--- src/rtl/dbg_fifo_pkg.sv ---
package dbg_fifo_pkg;
    // Read control word layout (the decoder depends on these positions)
    localparam int RD_SEL_BIT = 0;
    localparam int RD_REQ_BIT = 1;
    localparam int RD_WORD_W  = 2;

    // Source of a FIFO port
    typedef enum logic {
        SRC_PINS  = 1'b0,
        SRC_DEBUG = 1'b1
    } path_src_e;
endpackage

--- src/rtl/level_to_strobe.sv ---
module level_to_strobe (
    input  logic clk,
    input  logic rst_n,
    input  logic level,
    output logic strobe
);
    typedef struct packed {
        logic seen;
    } state_t;

    state_t st_d, st_q;

    always_comb begin
        st_d      = st_q;
        st_d.seen = level;
        strobe    = level & ~st_q.seen;
    end

    always_ff @(posedge clk) begin
        if (!rst_n) st_q <= '0;
        else        st_q <= st_d;
    end

    // one strobe per rising edge of the level
    assert_single_pulse_R5: assert property (@(posedge clk) disable iff (!rst_n)
        strobe |=> !strobe);
    assert_pulse_needs_level_R5: assert property (@(posedge clk) disable iff (!rst_n)
        strobe |-> level);
endmodule

--- src/rtl/sync_fifo.sv ---
module sync_fifo #(
    parameter int DATA_W = 8,
    parameter int DEPTH  = 16
) (
    input  logic              clk,
    input  logic              rst_n,
    input  logic              wr_en,
    input  logic [DATA_W-1:0] wr_data,
    input  logic              rd_en,
    output logic [DATA_W-1:0] rd_data,
    output logic              full,
    output logic              empty
);
    localparam int AW = (DEPTH > 1) ? $clog2(DEPTH) : 1;
    localparam int CW = $clog2(DEPTH + 1);
    localparam logic [AW-1:0] LAST = AW'(DEPTH - 1);

    typedef struct packed {
        logic [AW-1:0]     wptr;
        logic [AW-1:0]     rptr;
        logic [CW-1:0]     cnt;
        logic [DATA_W-1:0] rdata;
    } state_t;

    state_t st_d, st_q;
    logic [DATA_W-1:0] mem [DEPTH];
    logic wr_ok, rd_ok;

    always_comb begin
        full  = (st_q.cnt == CW'(DEPTH));
        empty = (st_q.cnt == '0);
        wr_ok = wr_en && !full;
        rd_ok = rd_en && !empty;
        st_d  = st_q;
        if (wr_ok) st_d.wptr = (st_q.wptr == LAST) ? '0 : st_q.wptr + 1'b1;
        if (rd_ok) begin
            st_d.rptr  = (st_q.rptr == LAST) ? '0 : st_q.rptr + 1'b1;
            st_d.rdata = mem[st_q.rptr];
        end
        st_d.cnt = st_q.cnt + CW'(wr_ok) - CW'(rd_ok);
        rd_data  = st_q.rdata;
    end

    always_ff @(posedge clk) begin
        if (!rst_n) st_q <= '0;
        else        st_q <= st_d;
    end

    always_ff @(posedge clk) begin
        if (wr_ok) mem[st_q.wptr] <= wr_data;
    end

    // refused write leaves the store untouched
    assert_no_overflow_R9: assert property (@(posedge clk) disable iff (!rst_n)
        (full && wr_en && !rd_en) |=> (full && $stable(st_q.wptr)));
    // refused read keeps data and emptiness
    assert_no_underflow_R10: assert property (@(posedge clk) disable iff (!rst_n)
        (empty && rd_en && !wr_en) |=> (empty && $stable(rd_data)));
    // flags never both set, occupancy bounded
    assert_flags_R8: assert property (@(posedge clk) disable iff (!rst_n)
        $onehot0({full, empty}) && (st_q.cnt <= CW'(DEPTH)));
endmodule

--- src/rtl/dbg_fifo_frontend.sv ---
module dbg_fifo_frontend #(
    parameter int DATA_W = 8,
    parameter int DEPTH  = 16
) (
    input  logic                clk,
    input  logic                rst_n,
    input  logic                pin_wr_en,
    input  logic [DATA_W-1:0]   pin_wr_data,
    input  logic                pin_rd_en,
    input  logic [DATA_W+1:0]   dbg_wr_word,
    input  logic [1:0]          dbg_rd_word,
    output logic [DATA_W-1:0]   fifo_rd_data,
    output logic                fifo_full,
    output logic                fifo_empty,
    output logic                probe_wr_word,
    output logic [DATA_W:0]     probe_rd_word
);
    import dbg_fifo_pkg::*;

    localparam int WR_REQ_BIT = DATA_W;
    localparam int WR_SEL_BIT = DATA_W + 1;

    path_src_e wr_src, rd_src;
    logic dbg_wr_strobe, dbg_rd_strobe;
    logic fifo_wr, fifo_rd;
    logic [DATA_W-1:0] fifo_wdata;

    level_to_strobe u_wr_edge (
        .clk    (clk),
        .rst_n  (rst_n),
        .level  (dbg_wr_word[WR_REQ_BIT]),
        .strobe (dbg_wr_strobe)
    );

    level_to_strobe u_rd_edge (
        .clk    (clk),
        .rst_n  (rst_n),
        .level  (dbg_rd_word[RD_REQ_BIT]),
        .strobe (dbg_rd_strobe)
    );

    always_comb begin
        wr_src     = path_src_e'(dbg_wr_word[WR_SEL_BIT]);
        rd_src     = path_src_e'(dbg_rd_word[RD_SEL_BIT]);
        fifo_wr    = (wr_src == SRC_DEBUG) ? dbg_wr_strobe : pin_wr_en;
        fifo_wdata = (wr_src == SRC_DEBUG) ? dbg_wr_word[DATA_W-1:0] : pin_wr_data;
        fifo_rd    = (rd_src == SRC_DEBUG) ? dbg_rd_strobe : pin_rd_en;
    end

    sync_fifo #(.DATA_W(DATA_W), .DEPTH(DEPTH)) u_fifo (
        .clk     (clk),
        .rst_n   (rst_n),
        .wr_en   (fifo_wr),
        .wr_data (fifo_wdata),
        .rd_en   (fifo_rd),
        .rd_data (fifo_rd_data),
        .full    (fifo_full),
        .empty   (fifo_empty)
    );

    always_comb begin
        probe_wr_word = fifo_full;
        probe_rd_word = {fifo_empty, fifo_rd_data};
    end
endmodule

--- config.mk ---
export PLATFORM = sky130hd
export DESIGN_NAME = dbg_fifo_frontend
export DESIGN_NICKNAME = d
export VERILOG_FILES = /design/src/rtl/dbg_fifo_pkg.sv /design/src/rtl/level_to_strobe.sv /design/src/rtl/sync_fifo.sv /design/src/rtl/dbg_fifo_frontend.sv
export SDC_FILE = /design/constraint.sdc
export NUM_CORES = 1
export LEC_CHECK = 0
export BUFFER_PORTS_ARGS = -buffer_cell sky130_fd_sc_hd__clkbuf_2
export CORE_MARGIN = 4
export CORE_UTILIZATION = 35
export CTS_CLUSTER_DIAMETER = 120
export DETAILED_ROUTE_END_ITERATION = 6
export GPL_ROUTABILITY_DRIVEN = 0
export HOLD_SLACK_MARGIN = 0.05
export SYNTH_ARGS = -nofsm -noshare
export SYNTH_HDL_FRONTEND = slang
export SYNTH_SLANG_ARGS = --single-unit
--- constraint.sdc ---
create_clock -name clk -period 2.71 [get_ports clk]
set_clock_uncertainty 0.05 [all_clocks]
set_input_delay 0.1355 -clock clk [delete_from_list [all_inputs] [get_ports clk]]
set_output_delay 0.1355 -clock clk [all_outputs]
set_load 0.02 [all_outputs]
Yosys cells after proc, flatten, opt, wreduce, memory -nomap -nowiden
Memories as Yosys holds them, arrays and structs flattened. A register that Yosys moved wholly into a read port is not among the register bits. Index checks and enable logic that the tools add are counted.

Equality and inequality tests: 3. Bitwise logic cells: 4. Mux-type cells: 7. Reductions and logical operators: 6. Add/subtract/negate cells: 4.

Operator list (count): 4-bit by 1-bit adder with 4-bit output, second input constant (2); 4-bit == test, second input constant (2); 4-bit two-way mux (2); 8-bit two-way mux (1); 5-bit by 1-bit adder with 5-bit output (1); 5-bit == test, second input constant (1); 5-bit zero test (1); 5-bit by 1-bit subtractor with 5-bit output (1); 1-bit two-way mux (4); 1-bit zero test (3); 1-bit AND (2); 1-bit logical AND (2); 1-bit inverter (2).

Word-level logic and storage cells: 30. Register bits: 15. Output and inout port bits: 20. Input bits: 24. Memory bits (writable): 128. Memories: 1.

Memory list: u_fifo.mem (words 16, bits a word 8, rd ports 1, clocked after memory_dff 1, write ports 1, line sync_fifo.sv:26) `logic [DATA_W-1:0] mem [DEPTH];`.

Longest topological paths before layout
Depth after elaboration: 6. Gate-level depth with buffers: 13.

By module
From an unflattened synthesis, not the netlist that was laid out.

Cell total of the unflattened synthesis: 358. Area, all modules: 6433.7 um2.

Modules (own cells, without submodules): sync_fifo (times used 1, area an instance 6120.9 um2, sequential area each 4264.1 um2, cells an instance 331); dbg_fifo_frontend (times used 1, area an instance 232.7 um2, sequential area each 0.0 um2, cells an instance 21); level_to_strobe (times used 2, area an instance 40.0 um2, sequential area each 20.0 um2, cells an instance 3).

Least setup slack after synthesis
OpenSTA, ideal clock, no wires.

Path type: reg-to-reg. Start: register u_fifo.st_q[11] in the netlist's numbering. End: register u_fifo.st_q[12] in the netlist's numbering. Period minus slack after synthesis: 3.184 ns. Slack: -0.474 ns. Stages on the path, launching flop included: 14. Data arrival time: 3.018 ns. Required time: 2.544 ns. Path through: dfxtp_1 > inv_1 > ha_1 > nor4b_2 > a21oi_1 > clkbuf_1 > ha_1 > inv_1 > ha_1 > fa_1 > a21oi_1 > nor2_1 > or3_1 > and3_1.

RTL lines: start: declaration (line sync_fifo.sv:25) `state_t st_d, st_q;`; start signal: assignment (line sync_fifo.sv:46) `else st_q <= st_d;`; 5-bit zero test (line sync_fifo.sv:31) `empty = (st_q.cnt == '0);`; named net fifo_empty (line dbg_fifo_frontend.sv:14) `output logic fifo_empty,`; 1-bit zero test (line sync_fifo.sv:33) `rd_ok = rd_en && !empty;`; 1-bit logical AND (line sync_fifo.sv:33); named net u_fifo.rd_ok (line sync_fifo.sv:27) `logic wr_ok, rd_ok;`; 5-bit by 1-bit subtractor with 5-bit output (line sync_fifo.sv:40) `st_d.cnt = st_q.cnt + CW'(wr_ok) - CW'(rd_ok);`.

The timed path passes the listed nets, and every way through them passes these cells. A chain may end at the register's enable or synchronous reset.

Final worst setup path
Start: register u_fifo.st_q[11] in the netlist's numbering. End: register u_fifo.st_q[12] in the netlist's numbering.

Longest elaborated chain between the ends: 5.

Ends and longest elaborated chain: 5-bit == test (line sync_fifo.sv:30) `full = (st_q.cnt == CW'(DEPTH));`; 1-bit zero test (line sync_fifo.sv:32) `wr_ok = wr_en && !full;`; 1-bit logical AND (line sync_fifo.sv:32); 5-bit by 1-bit adder with 5-bit output (line sync_fifo.sv:40); 5-bit by 1-bit subtractor with 5-bit output * (line sync_fifo.sv:40).

Mark *: on every way between the ends. The rest lies on a longest branch, timed or not.

==> summary.md <==
| Metric | Value |
|---|---|
| Slew headroom | `67.2%` |
| Post-synthesis net count | `432` |
| Most common cell in the synthesized netlist | `edfxtp_1` |
| CP Cell Sequence | `inv_2 > ha_2 > nor4b_4 > a21oi_2 > ha_4 > inv_2 > ha_4 > fa_2 > a21oi_2 > nor2_1 > or3_1 > and3_1` |
| I/O Pins | `44` |
| Clock Power Share | `38.2%` |
| CTS Hold Buffers Added | `2` |
| Clock transition at the registers of the reported paths | `60 ps` |
| Crit end category | `flip-flop` |
| IO Port Bufs | `43` |
| Worst-skew pair later-pin latency | `420 ps` |
| Largest net degree at the start of global routing | `25` |
| Final ANT Viol Nets | `0` |
| Setup tns final | `0 ps` |
| Pre-antenna DRT Iters | `4` |
| Largest delay contributor family on the critical path | `adder cells` |
| First-pass GRT wire length | `19,800 um` |
| Worst setup path startpoint | `u_fifo.st_q[11]$_SDFF_PN0_` |
| Die Width | `143 um` |
| Postcts setup bufs | `0` |
| Initial DRC count | `316` |
| Post-synth top area share | `60.2%` |
| Syn avg cell area | `16.1 um^2` |
| Longest Clk Path Bufs | `2` |
| CTS tree | `done` |
| Cells after synthesis | `396` |
| Vias | `3,375` |
| Worst EP required | `2970 ps` |
| Filler cells | `1,601` |
| RSZ-0062 raised after global routing | `false` |
| Core Region | `18,000 um^2` |
| Fraction of registers with async set/reset | `0%` |
| Reg2Reg Depth | `12` |
| Vias in the first global route | `3,495` |
| Maximum vdd drop | `0.000500 V` |
| RR Endpoint | `u_fifo.st_q[12]$_SDFF_PN0_` |
| Layout cells sized above 1 | `29.1%` |
| Starting density of the core | `35.5%` |
| CP max FO | `2` |
| Hold Path Depth | `3` |
| Register area share after synthesis | `67.4%` |
| Synth area leaders | `edfxtp_1 (60%), dfxtp_1 (7.2%), mux2i_1 (6.9%)` |
| NetSw | `0.00162 W` |
| Synth top cells by count | `edfxtp_1 (128), mux2i_1 (44), dfxtp_1 (23), buf_4 (22), nor2_1 (21)` |
| Max Cap Viol | `0` |
| Final net count | `485` |
| Logic pwr share | `18.3%` |
| Reg power frac | `43.5%` |
| Sw Ratio | `25.6%` |
| TritonCTS Sinks | `151` |
| Largest area contributor in the netlist | `edfxtp_1` |
| RR Startpoint | `u_fifo.st_q[11]$_SDFF_PN0_` |
| H-tree Lvls | `4` |
| Num CTS Buffers | `17` |
| Status | `complete, no violations` |
| Fmax | `391 MHz` |
| Area growth from synthesis to layout | `17.5%` |
| Critical Path Slowest Stage Cell | `fa_2` |
| Worst path depth | `12` |
| Pwr Density | `843 nW/um^2` |
| Placement Setup Slack | `138 ps` |
| Wire length per cell | `18.7 um` |
| Fin worst setup slack | `149 ps` |
| GRT Util Overall | `13.4%` |
| HP Class | `in2reg` |
| Final Cycle Share | `94.5%` |
| Pint | `0.00471 W` |
| ANT cells | `0` |
| Ys Warns | `0` |
| Critical Path AT | `2820 ps` |
| WP buf/inv | `2` |
| Setup violators final | `0` |
| Remaining DRCs | `0` |
| Hold slack | `172 ps` |
| Pleak | `2.55 nW` |
| Root Driver | `clkbuf_16` |
| Crit start category | `flip-flop` |
| Post-layout min period | `2560 ps` |
| Die height | `143 um` |
| Fin. Hold Viols | `0` |
| Gr ovfl total | `0` |
| Post-DP HPWL | `8670 um` |
| Crit path largest cell delay | `380 ps` |
| WL final | `12,900 um` |
| Synth Register Bits | `151` |
| Yosys cell types | `41` |
| Vias/cell | `4.89` |
| Final Max Slew Viols | `0` |
| Final core area utilization | `41.8%` |
| Crit path kind | `reg2reg` |
| Main synth FF type | `edfxtp_1` |
| Initial antenna violation count | `0` |
| Post_cts resized | `0` |
| Site Rows | `49` |
| R2R Setup Slk | `150 ps` |
| HP Start | `rst_n` |
| Post-synth EDFFs | `128` |
| Slew @ Worst Pin | `492 ps` |
| Die area | `20,500 um^2` |
| Hold Path End | `u_fifo.rd_data[5]$_SDFFE_PN0P_` |
| Post-Syn Area | `6380 um^2` |
worst reg2reg max path, cell delays in order, from the launching register on:
cell and delay, ps:
dfxtp_2 330, inv_2 60, ha_2 170, nor4b_4 220, a21oi_2 90, ha_4 270
inv_2 40, ha_4 150, fa_2 380, a21oi_2 130, nor2_1 60, or3_1 350
and3_1 170
metrics by stage:
stage / cell area, um^2 / cells / total power, W
after global routing: 7500 / 690 / 0.00661
after global placement: 6870 / 657 / 0.00394
final: 7500 / 690 / 0.00632
after detailed placement: 6870 / 657 / 0.00398
after CTS: 7500 / 690 / 0.00639
after floorplan: 6440 / 396 / 0.00375
worst max path at each step:
stage,slack (ps),endpoint
floorplan,-110,u_fifo.st_q[12]$_SDFF_PN0_
global placement,200,u_fifo.st_q[12]$_SDFF_PN0_
detailed placement,140,u_fifo.st_q[12]$_SDFF_PN0_
CTS,120,u_fifo.st_q[12]$_SDFF_PN0_
global route,40,u_fifo.st_q[12]$_SDFF_PN0_
finish,150,u_fifo.st_q[12]$_SDFF_PN0_
flip-flops by register name, summed over array words and instances, names as in the netlist:
| register | cells |
|---|---|
| u_fifo.mem | 128 |
| u_fifo.rd_data | 8 |
| u_fifo.st_q | 13 |
| u_rd_edge.st_q | 1 |
| u_wr_edge.st_q | 1 |
final cells by class:
| class | count | area (um^2) | area share, % |
|---|---|---|---|
| flip-flops and latches | 151 | 4310 | 57.4 |
| multi-input cells | 198 | 1820 | 24.2 |
| repair buffers | 71 | 443 | 5.90 |
| clock buffers | 18 | 429 | 5.72 |
| well taps | 229 | 287 | 3.82 |
| clock inverters | 13 | 180 | 2.40 |
| inverters | 10 | 37.5 | 0.500 |
cells in the final DEF (no fill, tap or decap), types with 4 or more instances in the layout:
cell and count:
a31oi_1 10, and2_1 8, buf_4 25, bufinv_16 4
clkbuf_16 17, clkbuf_2 43, clkinv_2 4, dfxtp_1 20
edfxtp_1 128, ha_1 8, inv_1 7, mux2_2 8
mux2i_1 44, mux4_1 4, mux4_2 12, nand2_1 4
nand2b_1 4, nand3b_1 4, nor2_1 21, nor2b_1 4
nor3_1 4, o21ai_0 9, o22ai_1 16, or2_1 8
cells by family (layout without fill, tap and decap cells):
group	Yosys count	count (layout)	share of synthesized area [%]
compound gates	46	46	4.47
xor+xnor	5	5	0.686
fa+ha+maj	12	12	2.47
buf+inv	47	112	4.82
flops	151	151	67.4
mux	68	68	14.2
simple gates	67	67	5.92
metal layers:
metal	vias to the layer above	share of wire [%]	GRT usage, %	wire (um)
li1	1611	-	-	-
met1	1672	46	17.8	5980
met2	79	48	21.0	6130
met3	13	4.6	3.68	587
met4	0	1.5	5.30	199
met5	-	0	0	0
power groups by stage:
stage / logic (W) / registers [W] / clock network [W]
detailed placement: 0.00117 / 0.00280 / 0
floorplan: 0.000983 / 0.00277 / 0
global placement: 0.00114 / 0.00279 / 0
finish: 0.00116 / 0.00275 / 0.00241
global route: 0.00127 / 0.00277 / 0.00258
CTS: 0.00118 / 0.00275 / 0.00246
(Power assumes the default switching activity.)
